$ cat src/rtl/hbm_pkg.sv
package hbm_pkg;

  typedef enum logic [2:0] {
    S_IDLE       = 3'd0,
    S_REQ        = 3'd1,
    S_WAIT_GRANT = 3'd2,
    S_SETUP      = 3'd3,
    S_STROBE     = 3'd4,
    S_WAIT_READY = 3'd5,
    S_HOLD       = 3'd6,
    S_RECOVER    = 3'd7
  } hbm_state_e;

  function automatic int max2(input int a, input int b);
    return (a > b) ? a : b;
  endfunction

  // Cycles spent in a timed phase; never below one.
  function automatic int phase_len(input hbm_state_e s, input logic wr,
                                   input int asu, input int dsu, input int wrlow,
                                   input int blank, input int dhd, input int high,
                                   input int tmo);
    int n;
    case (s)
      S_SETUP:      n = wr ? max2(asu, dsu) : asu;
      S_STROBE:     n = wr ? max2(wrlow, blank) : blank;
      S_WAIT_READY: n = tmo;
      S_HOLD:       n = dhd;
      S_RECOVER:    n = high;
      default:      n = 1;
    endcase
    return max2(n, 1);
  endfunction

endpackage

$ cat src/rtl/hbm_sync.sv
module hbm_sync #(
  parameter int  W       = 1,
  parameter bit  RST_VAL = 1'b1
) (
  input  logic         clk,
  input  logic         rst_n,
  input  logic [W-1:0] d_async,
  output logic [W-1:0] q_sync
);
  logic [W-1:0] stage1, stage2;

  always_ff @(posedge clk or negedge rst_n) begin
    if (!rst_n) begin
      stage1 <= {W{RST_VAL}};
      stage2 <= {W{RST_VAL}};
    end else begin
      stage1 <= d_async;
      stage2 <= stage1;
    end
  end

  assign q_sync = stage2;
endmodule

$ cat src/rtl/hbm_phase_timer.sv
module hbm_phase_timer #(
  parameter int CW = 8
) (
  input  logic          clk,
  input  logic          rst_n,
  input  logic          load,
  input  logic [CW-1:0] load_val,
  output logic          zero
);
  logic [CW-1:0] cnt;

  always_ff @(posedge clk or negedge rst_n) begin
    if (!rst_n)              cnt <= '0;
    else if (load)           cnt <= load_val;
    else if (cnt != '0)      cnt <= cnt - 1'b1;
  end

  assign zero = (cnt == '0);
endmodule

$ cat src/rtl/hostbus_master.sv
module hostbus_master
  import hbm_pkg::*;
#(
  parameter int AW        = 32,
  parameter int DW        = 32,
  parameter int FORCE_BIT = AW - 1,
  parameter int T_ASU     = 1,
  parameter int T_DSU     = 1,
  parameter int T_DHD     = 1,
  parameter int T_HIGH    = 1,
  parameter int T_WRLOW   = 1,
  parameter int T_BLANK   = 3,
  parameter int TMO       = 64
) (
  input  logic          clk,
  input  logic          rst_n,
  input  logic          cmd_start,
  input  logic          cmd_write,
  input  logic          cmd_release,
  input  logic [AW-1:0] cmd_addr,
  input  logic [DW-1:0] cmd_wdata,
  output logic          busy,
  output logic          done,
  output logic          err,
  output logic [DW-1:0] rdata,
  output logic          bus_req_n,
  input  logic          bus_gnt_n,
  output logic          bus_cs_n,
  output logic          bus_rd_n,
  output logic          bus_wr_n,
  output logic [AW-1:0] bus_addr,
  output logic [DW-1:0] bus_dout,
  output logic          bus_dout_en,
  input  logic [DW-1:0] bus_din,
  input  logic          bus_rdy
);

  localparam int MAXLEN = max2(max2(max2(T_ASU, T_DSU), max2(T_DHD, T_HIGH)),
                               max2(max2(T_WRLOW, T_BLANK), TMO));
  localparam int CW      = max2($clog2(MAXLEN + 1), 1);
  localparam int MIN_LOW = phase_len(S_STROBE, 1'b0, T_ASU, T_DSU, T_WRLOW,
                                     T_BLANK, T_DHD, T_HIGH, TMO);
  localparam logic [AW-1:0] FORCE_MASK = AW'(1) << FORCE_BIT;

  hbm_state_e st, nx;
  logic held_q, dropping_q, rel_q, wr_q, err_q, done_q;
  logic [AW-1:0] addr_q;
  logic [DW-1:0] wdata_q, rdata_q;

  // Named internal events
  logic gnt_sync_n, rdy_sync;
  logic gnt_seen, rdy_seen;
  logic t_zero, t_load;
  logic [CW-1:0] t_val;
  logic accept, tmo_evt, drop_go, grant_evt, rd_capture;
  logic strobe_on, pre_grant, req_on, wr_eff;

  hbm_sync #(.W(1), .RST_VAL(1'b1)) u_gnt_sync (
    .clk(clk), .rst_n(rst_n), .d_async(bus_gnt_n), .q_sync(gnt_sync_n));

  hbm_sync #(.W(1), .RST_VAL(1'b1)) u_rdy_sync (
    .clk(clk), .rst_n(rst_n), .d_async(bus_rdy), .q_sync(rdy_sync));

  assign gnt_seen = ~gnt_sync_n;
  assign rdy_seen = rdy_sync;

  hbm_phase_timer #(.CW(CW)) u_timer (
    .clk(clk), .rst_n(rst_n), .load(t_load), .load_val(t_val), .zero(t_zero));

  // Next-state logic
  always_comb begin
    nx      = st;
    accept  = 1'b0;
    tmo_evt = 1'b0;
    drop_go = 1'b0;
    case (st)
      S_IDLE: if (cmd_start) begin
        accept = 1'b1;
        nx     = held_q ? S_SETUP : S_REQ;
      end
      S_REQ:        nx = S_WAIT_GRANT;
      S_WAIT_GRANT: if (gnt_seen) nx = S_SETUP;
      S_SETUP:      if (t_zero) nx = S_STROBE;
      S_STROBE:     if (t_zero) nx = S_WAIT_READY;
      S_WAIT_READY: begin
        if (rdy_seen) nx = S_HOLD;
        else if (t_zero) begin
          nx      = S_HOLD;
          tmo_evt = 1'b1;
        end
      end
      S_HOLD:       if (t_zero) nx = S_RECOVER;
      S_RECOVER: begin
        if (dropping_q) begin
          if (!gnt_seen) nx = S_IDLE;
        end else if (t_zero) begin
          if (rel_q) drop_go = 1'b1;
          else       nx = S_IDLE;
        end
      end
      default: nx = S_IDLE;
    endcase
  end

  assign wr_eff     = accept ? cmd_write : wr_q;
  assign t_load     = (nx != st);
  assign t_val      = CW'(phase_len(nx, wr_eff, T_ASU, T_DSU, T_WRLOW, T_BLANK,
                                    T_DHD, T_HIGH, TMO) - 1);
  assign grant_evt  = (st == S_WAIT_GRANT) && gnt_seen;
  assign rd_capture = (st == S_WAIT_READY) && rdy_seen && !wr_q;

  always_ff @(posedge clk or negedge rst_n) begin
    if (!rst_n) begin
      st         <= S_IDLE;
      held_q     <= 1'b0;
      dropping_q <= 1'b0;
      rel_q      <= 1'b0;
      wr_q       <= 1'b0;
      err_q      <= 1'b0;
      done_q     <= 1'b0;
      addr_q     <= '0;
      wdata_q    <= '0;
      rdata_q    <= '0;
    end else begin
      st     <= nx;
      done_q <= (st == S_RECOVER) && (nx == S_IDLE);
      if (accept) begin
        wr_q    <= cmd_write;
        rel_q   <= cmd_release;
        addr_q  <= cmd_addr;
        wdata_q <= cmd_wdata;
        err_q   <= 1'b0;
      end
      if (grant_evt)  held_q <= 1'b1;
      if (drop_go) begin
        held_q     <= 1'b0;
        dropping_q <= 1'b1;
      end else if ((st == S_RECOVER) && dropping_q && !gnt_seen) begin
        dropping_q <= 1'b0;
      end
      if (tmo_evt)    err_q   <= 1'b1;
      if (rd_capture) rdata_q <= bus_din;
    end
  end

  // Bus outputs decoded from the state register
  assign pre_grant   = (st == S_REQ) || (st == S_WAIT_GRANT);
  assign req_on      = pre_grant || held_q;
  assign strobe_on   = (st == S_STROBE) || (st == S_WAIT_READY);
  assign bus_req_n   = ~req_on;
  assign bus_cs_n    = ~req_on;
  assign bus_rd_n    = ~(strobe_on && !wr_q);
  assign bus_wr_n    = ~(strobe_on && wr_q);
  assign bus_addr    = pre_grant ? (addr_q | FORCE_MASK) : addr_q;
  assign bus_dout    = wdata_q;
  assign bus_dout_en = wr_q && ((st == S_SETUP) || strobe_on || (st == S_HOLD));
  assign busy        = (st != S_IDLE);
  assign done        = done_q;
  assign err         = err_q;
  assign rdata       = rdata_q;

  // Strobe low-run counter kept for the width assertion
  logic [CW-1:0] low_run;
  always_ff @(posedge clk or negedge rst_n) begin
    if (!rst_n)                          low_run <= '0;
    else if (!strobe_on)                 low_run <= '0;
    else if (low_run < CW'(MIN_LOW))     low_run <= low_run + 1'b1;
  end

  AST_STROBE_NEEDS_GRANT: assert property (@(posedge clk) disable iff (!rst_n)
    strobe_on |-> (held_q && gnt_seen));
  AST_FORCED_ADDR: assert property (@(posedge clk) disable iff (!rst_n)
    (!bus_req_n && !held_q) |-> bus_addr[FORCE_BIT]);
  AST_ADDR_STABLE: assert property (@(posedge clk) disable iff (!rst_n)
    (strobe_on && $past(strobe_on)) |-> $stable(bus_addr));
  AST_WAIT_READY_HOLDS: assert property (@(posedge clk) disable iff (!rst_n)
    ((st == S_WAIT_READY) && !rdy_seen && !t_zero) |=> strobe_on);
  AST_MIN_LOW: assert property (@(posedge clk) disable iff (!rst_n)
    (!strobe_on && $past(strobe_on)) |-> ($past(low_run) >= CW'(MIN_LOW - 1)));
  AST_CS_COVERS: assert property (@(posedge clk) disable iff (!rst_n)
    (!bus_rd_n || !bus_wr_n) |-> !bus_cs_n);
  AST_DONE_IDLE: assert property (@(posedge clk) disable iff (!rst_n)
    done |-> !busy);
  AST_TMO_KEEPS_REQ: assert property (@(posedge clk) disable iff (!rst_n)
    tmo_evt |=> (err && !bus_req_n));
  AST_ONE_STROBE: assert property (@(posedge clk) disable iff (!rst_n)
    !(!bus_rd_n && !bus_wr_n));

endmodule

$ cat config.mk
export PLATFORM = sky130hd
export DESIGN_NAME = hostbus_master
export DESIGN_NICKNAME = d
export VERILOG_FILES = /design/src/rtl/hbm_pkg.sv /design/src/rtl/hbm_sync.sv /design/src/rtl/hbm_phase_timer.sv /design/src/rtl/hostbus_master.sv
export SDC_FILE = /design/constraint.sdc
export NUM_CORES = 1
export LEC_CHECK = 0
export CAP_MARGIN = 15
export CORE_MARGIN = 2
export CORE_UTILIZATION = 55
export CTS_CLUSTER_SIZE = 24
export DETAILED_ROUTE_END_ITERATION = 7
export DONT_BUFFER_PORTS = 1
export HOLD_SLACK_MARGIN = 0.12
export PLACE_DENSITY = 0.79
export SETUP_SLACK_MARGIN = 0.15
export SLEW_MARGIN = 20
export SYNTH_ARGS = -nofsm -noshare
export SYNTH_HDL_FRONTEND = slang
export SYNTH_HIERARCHICAL = 1
export SYNTH_SLANG_ARGS = --single-unit
export TNS_END_PERCENT = 100
$ cat constraint.sdc
create_clock -name clk -period 2.5 [get_ports clk]
set_input_delay 0.625 -clock clk [delete_from_list [all_inputs] [get_ports clk]]
set_output_delay 0.625 -clock clk [all_outputs]
set_load 0.01 [all_outputs]
Word level (Yosys, flattened, before mapping)
Index checks and enable logic that the tools add are counted.
{"block": "totals", "register_bits": 116, "out_inout_bits": 104, "elab_cells": 89, "inputBits": 103}
{"block": "classes", "n_mux": 33, "eq_ne": 10, "order_cmp": 1, "n_addsub": 2, "reduce_logical": 24, "bitwise": 4}
{"op": "two-way mux 3 bit", "n": 11}
{"op": "> comparator 32 x 2 -> 1 bit, second input constant", "n": 1}
{"op": "two-way mux 32 bit", "n": 1}
{"op": "one-hot mux 3 bit (8 select lines)", "n": 1}
{"op": "two-way mux 7 bit", "n": 3}
{"op": "== test 3 bit, second input constant", "n": 6}
{"op": "two-way mux 1 bit", "n": 15}
{"op": "one-hot mux 7 bit (2 select lines)", "n": 1}
{"op": "logical AND 1 bit", "n": 9}
{"op": "nonzero test 2 bit", "n": 4}
{"op": "zero test 7 bit", "n": 1}
{"op": "nonzero test 7 bit", "n": 1}
{"op": "subtractor 7 x 1 -> 7 bit, second input constant", "n": 1}
{"op": "subtractor 7 x 2 -> 7 bit, second input constant", "n": 1}
{"op": "== test 3 x 2 -> 1 bit, second input constant", "n": 2}
{"op": "zero test 3 bit", "n": 2}
{"op": "logical OR 1 bit", "n": 5}
{"op": "NOT 1 bit", "n": 4}
{"op": "== test 3 x 1 -> 1 bit, second input constant", "n": 1}
{"op": "!= test 3 bit", "n": 1}
{"op": "nonzero test 3 bit", "n": 1}
{"op": "two-way mux 2 bit", "n": 1}
{"op": "zero test 1 bit", "n": 1}

Logic depth before layout (Yosys ltp)
{"block": "logic_depth", "depth_word": 10, "mapped_depth": 11, "mapped_depth_nobuf": 9}

Hierarchy
The synthesis kept the hierarchy.
{"module": "hostbus_master", "cells_each": 304, "n_inst": 1, "area_per_inst_um2": 4405.5, "seq_area_each_um2": 2627.5}
{"module": "hbm_phase_timer", "cells_each": 43, "n_inst": 1, "area_per_inst_um2": 434.2, "seq_area_each_um2": 175.2}
{"module": "hbm_sync", "cells_each": 2, "n_inst": 2, "area_per_inst_um2": 52.6, "seq_area_each_um2": 52.6}

Least setup slack after synthesis
Ideal clock, no wire load.
{"block": "synth_timing", "path_kind": "flip-flop to flip-flop", "from": "reg u_timer.cnt[3]", "to": "reg u_timer.cnt[5]", "period_less_slack_ps": 2647, "slack_ps": -147, "stages_incl_launch_ff": 10, "required_time_ps": 2423, "setup_ps": 77, "n_path_buf": 2, "arrival_time_ps": 2569, "cell_sequence": "dfrtp_1 or4_4 nor2_1 clkbuf_2 or3b_2 nand2_1 o221a_2 clkbuf_1 a41oi_1 a21oi_1"}
{"block": "synth_via", "word_cells_on_any_way": 21, "classes_between": "2 x add/sub; 1 x order compare; 3 x eq/ne; 12 x mux; 3 x reduce/logical"}
{"item": "from (decl)", "line": "hbm_phase_timer.sv:10", "source": "logic [CW-1:0] cnt;"}
{"item": "from (signal assigned)", "line": "hbm_phase_timer.sv:14", "source": "else if (load) cnt <= load_val;"}
{"item": "from (signal assigned)", "line": "hbm_phase_timer.sv:15", "source": "else if (cnt != '0) cnt <= cnt - 1'b1;"}
{"item": "zero test 7 bit *", "line": "hbm_phase_timer.sv:18", "source": "assign zero = (cnt == '0);"}
{"item": "named net t_zero", "line": "hostbus_master.sv:53", "source": "logic t_zero, t_load;"}
{"item": "two-way mux 3 bit (on tied branches)", "line": "hostbus_master.sv:96, hostbus_master.sv:87"}
{"item": "two-way mux 3 bit (on tied branches)", "line": "hostbus_master.sv:94, hostbus_master.sv:86"}
{"item": "one-hot mux 3 bit (8 select lines) *", "line": "hostbus_master.sv:76", "source": "case (st)"}
{"item": "!= test 3 bit *", "line": "hostbus_master.sv:106", "source": "assign t_load = (nx != st);"}
{"item": "named net t_load", "line": "hostbus_master.sv:53"}
{"item": "two-way mux 7 bit / nonzero test 2 bit (equally long branches)"}
The timed path passes the listed nets; every way through them passes the cells marked *. The select of a mux whose other input is x is not followed.
A chain may end at the register's enable or synchronous reset.

Worst setup path in the final report
{"block": "layout_timing", "from": "reg st[0]", "to": "out bus_addr[31]"}
{"block": "layout_via", "elab_chain_cells": 3, "word_cells_on_any_way": 4, "classes_between": "2 x eq/ne; 1 x mux; 1 x reduce/logical"}
{"item": "from (decl)", "line": "hostbus_master.sv:45", "source": "hbm_state_e st, nx;"}
{"item": "from (signal assigned)", "line": "hostbus_master.sv:125", "source": "st <= nx;"}
{"item": "== test 3 x 1 -> 1 bit / == test 3 x 2 -> 1 bit (equally long branches)", "line": "hostbus_master.sv:147", "source": "assign pre_grant = (st == S_REQ) || (st == S_WAIT_GRANT);"}
{"item": "logical OR 1 bit *", "line": "hostbus_master.sv:147"}
{"item": "two-way mux 32 bit *", "line": "hostbus_master.sv:154", "source": "assign bus_addr = pre_grant ? (addr_q | FORCE_MASK) : addr_q;"}
{"item": "to (decl)", "line": "hostbus_master.sv:31", "source": "output logic [AW-1:0] bus_addr,"}
Every way passes the cells marked *; elsewhere a longest branch is shown, timed or not.

==> run metrics <==
outcome=finished, violations left; failing checks=hold timing; drt initial violations=roughly 170; Power Density=1364 mW/mm^2; VDD IR max=between 0.6 and 0.7 mV; buffers added on ports=0; row cnt=34; Crit. End Element=primary output; number of vias per cell=a little under 6; clk_skew=8.901 ps; RSZ-0062 raised after global routing=yes; Setup crit start kind=register; H-tree depth=4; Worst Setup SP=st[0]; total gr overflow=0; post-synthesis sequential area ratio=0.5881; fin crit period=roughly 2300 ps; FF-to-FF setup slack=about 240 ps; CP Class=register to primary output; # setup viols final=0; Max Cap Viol=0; Tot Pwr=0.007315 W; number of synthesized flops with an enable pin=0; Worst Path Arrival=between 1500 and 2000 ps; Top FF cell, synth=dfrtp_1; Setup Fix Bufs, Post-CTS=0; ys async rst share=1.000; Initial Util=0.5670; syn_nets=456; critical-path maximum fanout=15; Synth cell types=48; fillers=645; Core Region=0.008721 sq mm; syn avg cell area=14.09 sq um; ratio of final minimum period to clock period=0.9041; cts bufs inserted=17; P_leak=2.401 nW; Mapped Cells=between 300 and 400; Worst Setup EP=bus_addr[31]; FF+latch area=0.002910 sq mm; synthesized flop and latch total=between 100 and 150; top cell type's share of synthesized area=0.5668; CTS tree=built; vias=2661; Max Transition Viols Final=0; CTS clk-pin slew, worst paths=60 ps; Avg WL per Cell=20.62 microns; die height=98.82 microns; # IOs=207; Worst-Skew Late Latency=500 ps; worst r2r path cells=8; Ant. Diodes=0; R2R Path End=u_timer/cnt[1]; CTS Sinks=between 100 and 150; Synthesis Warnings=6; fmax=442.4 MHz; FF-to-FF Start=u_timer/cnt[4]; Root Buffer=clkbuf_8; HP Class=primary input to async pin; nets@finish=436; setup ws final=239.8 ps; DR DRC count=0; DRT antenna net count=0; required time of the worst setup path=1880 ps; final-report hold violation count=112; Finished Layout Cells=451; largest area contributor in the netlist=dfrtp_1; hold_buf cts=2; CTS Buffer Depth=2; Hold Worst Slack=-181.3 ps; largest net degree at the start of global routing=117; multi-input logic area=0.001713 sq mm; initial antenna violation count=0; proportion of layout cells with a drive suffix above 1=0.3848; Inst Count DP=417; Sum Neg Setup Slack=0 ps; dpl ws=247.3 ps; RePlAce Congestion=between 0.8 and 0.9; first-pass GRT wire length=approximately 14000 microns; GRT Overall Usage=0.1908; vias in the first global route=2805; Post-Syn Area=0.004945 sq mm; Die Wd=98.82 microns; synthesis-to-layout area growth=8.477%; first drt pass iteration count=4; hpwl dp=6346 microns; detailed-route wire length=between 9000 and 10000 microns; top post-synthesis cells by area=dfrtp_1 (57%), mux2_2 (18%), buf_4 (5.5%); Die ar.=roughly 0.01 sq mm
## cell families after synthesis
kind of cell / count (synthesis) / synth area share
simple gates: 49 / 0.05997
xor+xnor: 4 / 0.007084
buf+inv: 52 / 0.07388
flops: 116 / 0.5881
compound gates: 29 / 0.04201
fa+ha+maj: 2 / 0.005060
mux: 98 / 0.2232
other cells: 1 / 0.0007584
## state kept, by name, summed over array words and instances (netlist names)
| signal | count |
|---|---|
| addr_q | 32 |
| bus_dout | 32 |
| rdata | 32 |
| u_timer/cnt | 7 |
| st | 3 |
| done | 1 |
| dropping_q | 1 |
| err | 1 |
| held_q | 1 |
| rel_q | 1 |
| u_gnt_sync/q_sync | 1 |
| u_gnt_sync/stage1 | 1 |
| u_rdy_sync/q_sync | 1 |
| u_rdy_sync/stage1 | 1 |
| wr_q | 1 |
## stage by stage
step           instance area [sq um]  utilization
6_report                        5364       0.6151
5_1_grt                         5364       0.6151
4_1_cts                         5350       0.6135
3_5_place_dp                    4811       0.5517
3_3_place_gp                    4811       0.5517
2_1_floorplan                   4985            -
## worst min-delay path by stage
stage / from / endpoint / slack, ps / depth (start not counted)
after detailed placement: rst_n / rdata[31] / 330 / 0
after global routing: rst_n / rdata[31] / -220 / 0
final: rst_n / rdata[31] / -180 / 0
after global placement: rst_n / rdata[31] / 330 / 0
after CTS: rst_n / rdata[31] / -210 / 0
after floorplan: rst_n / addr_q[0] / 330 / 0
## Yosys cell counts (2+ instances only)
master / number
nand2_1: 10
nand2b_1: 6
mux2_1: 20
xnor2_1: 4
a31oi_1: 2
ha_1: 2
dfstp_2: 4
nor2b_1: 7
a21o_1: 2
nor2_1: 9
clkbuf_1: 3
buf_2: 3
buf_4: 36
o31a_1: 2
o31ai_1: 5
nor3b_1: 2
dfrtp_1: 112
a21oi_1: 5
inv_1: 5
buf_8: 2
mux2_2: 78
nor3_1: 2
nand3_1: 2
o21ai_0: 4
## layout make-up
class                   count  area share
repair buffers              7     0.01306
flip-flops and latches    116      0.5426
well taps                 108     0.02519
inverters                   5    0.003499
multi-input cells         184      0.3193
clock inverters            12     0.01586
clock buffers              19     0.08048
## metal layers
layer / vias to the layer above / part of all wire / track usage
met1: 1361 / 0.37 / 0.2230
met3: 9 / 0.099 / 0.09149
met4: 0 / 0.010 / 0.06639
li1: 1161 / - / -
met2: 130 / 0.52 / 0.3093
met5: - / 0 / 0
## cell usage in the layout (no fill, tap or decap), types with 2 or more instances in the layout
| cell | netlist | routed |
|---|---|---|
| dfrtp_1 | 112 | 110 |
| mux2_2 | 78 | 78 |
| mux2_1 | 20 | 20 |
| clkbuf_16 | 0 | 16 |
| nand2_1 | 10 | 9 |
| nor2b_1 | 7 | 7 |
| nor2_1 | 9 | 7 |
| clkinvlp_4 | 0 | 7 |
| nand2b_1 | 6 | 6 |
| o31ai_1 | 5 | 5 |
| a21oi_1 | 5 | 5 |
| inv_1 | 5 | 5 |
| o21ai_0 | 4 | 4 |
| xnor2_1 | 4 | 4 |
| buf_4 | 36 | 4 |
| dfstp_2 | 4 | 4 |
| clkinv_2 | 0 | 3 |
| nand3_1 | 2 | 2 |
| nor3b_1 | 2 | 2 |
| a21o_1 | 2 | 2 |
| nor2_4 | 1 | 2 |
| a31oi_1 | 2 | 2 |
| o31a_1 | 2 | 2 |
| nor3_1 | 2 | 2 |
| clkbuf_8 | 0 | 2 |
| dfrtp_2 | 0 | 2 |
| dlygate4sd3_1 | 0 | 2 |
| ha_1 | 2 | 2 |
## where the power goes
| part | switching [W] | internal (W) |
|---|---|---|
| registers | 0.000938 | 0.00267 |
| logic | 0.000715 | 0.000916 |
| clock network | 0.000840 | 0.00123 |
## critical path, cell delays in order (launching register included)
cell and delay, ps:
dfrtp_1 380, buf_4 190, xnor2_1 160, nor2_1 80, or2_2 340
## what timing repair did
item,in CTS,in global routing
cloned,0,1
resized for setup,1,2
hold endpoints to repair,118,116
setup endpoints to repair,2,2
Note: power is estimated with default switching activity, not from simulation.
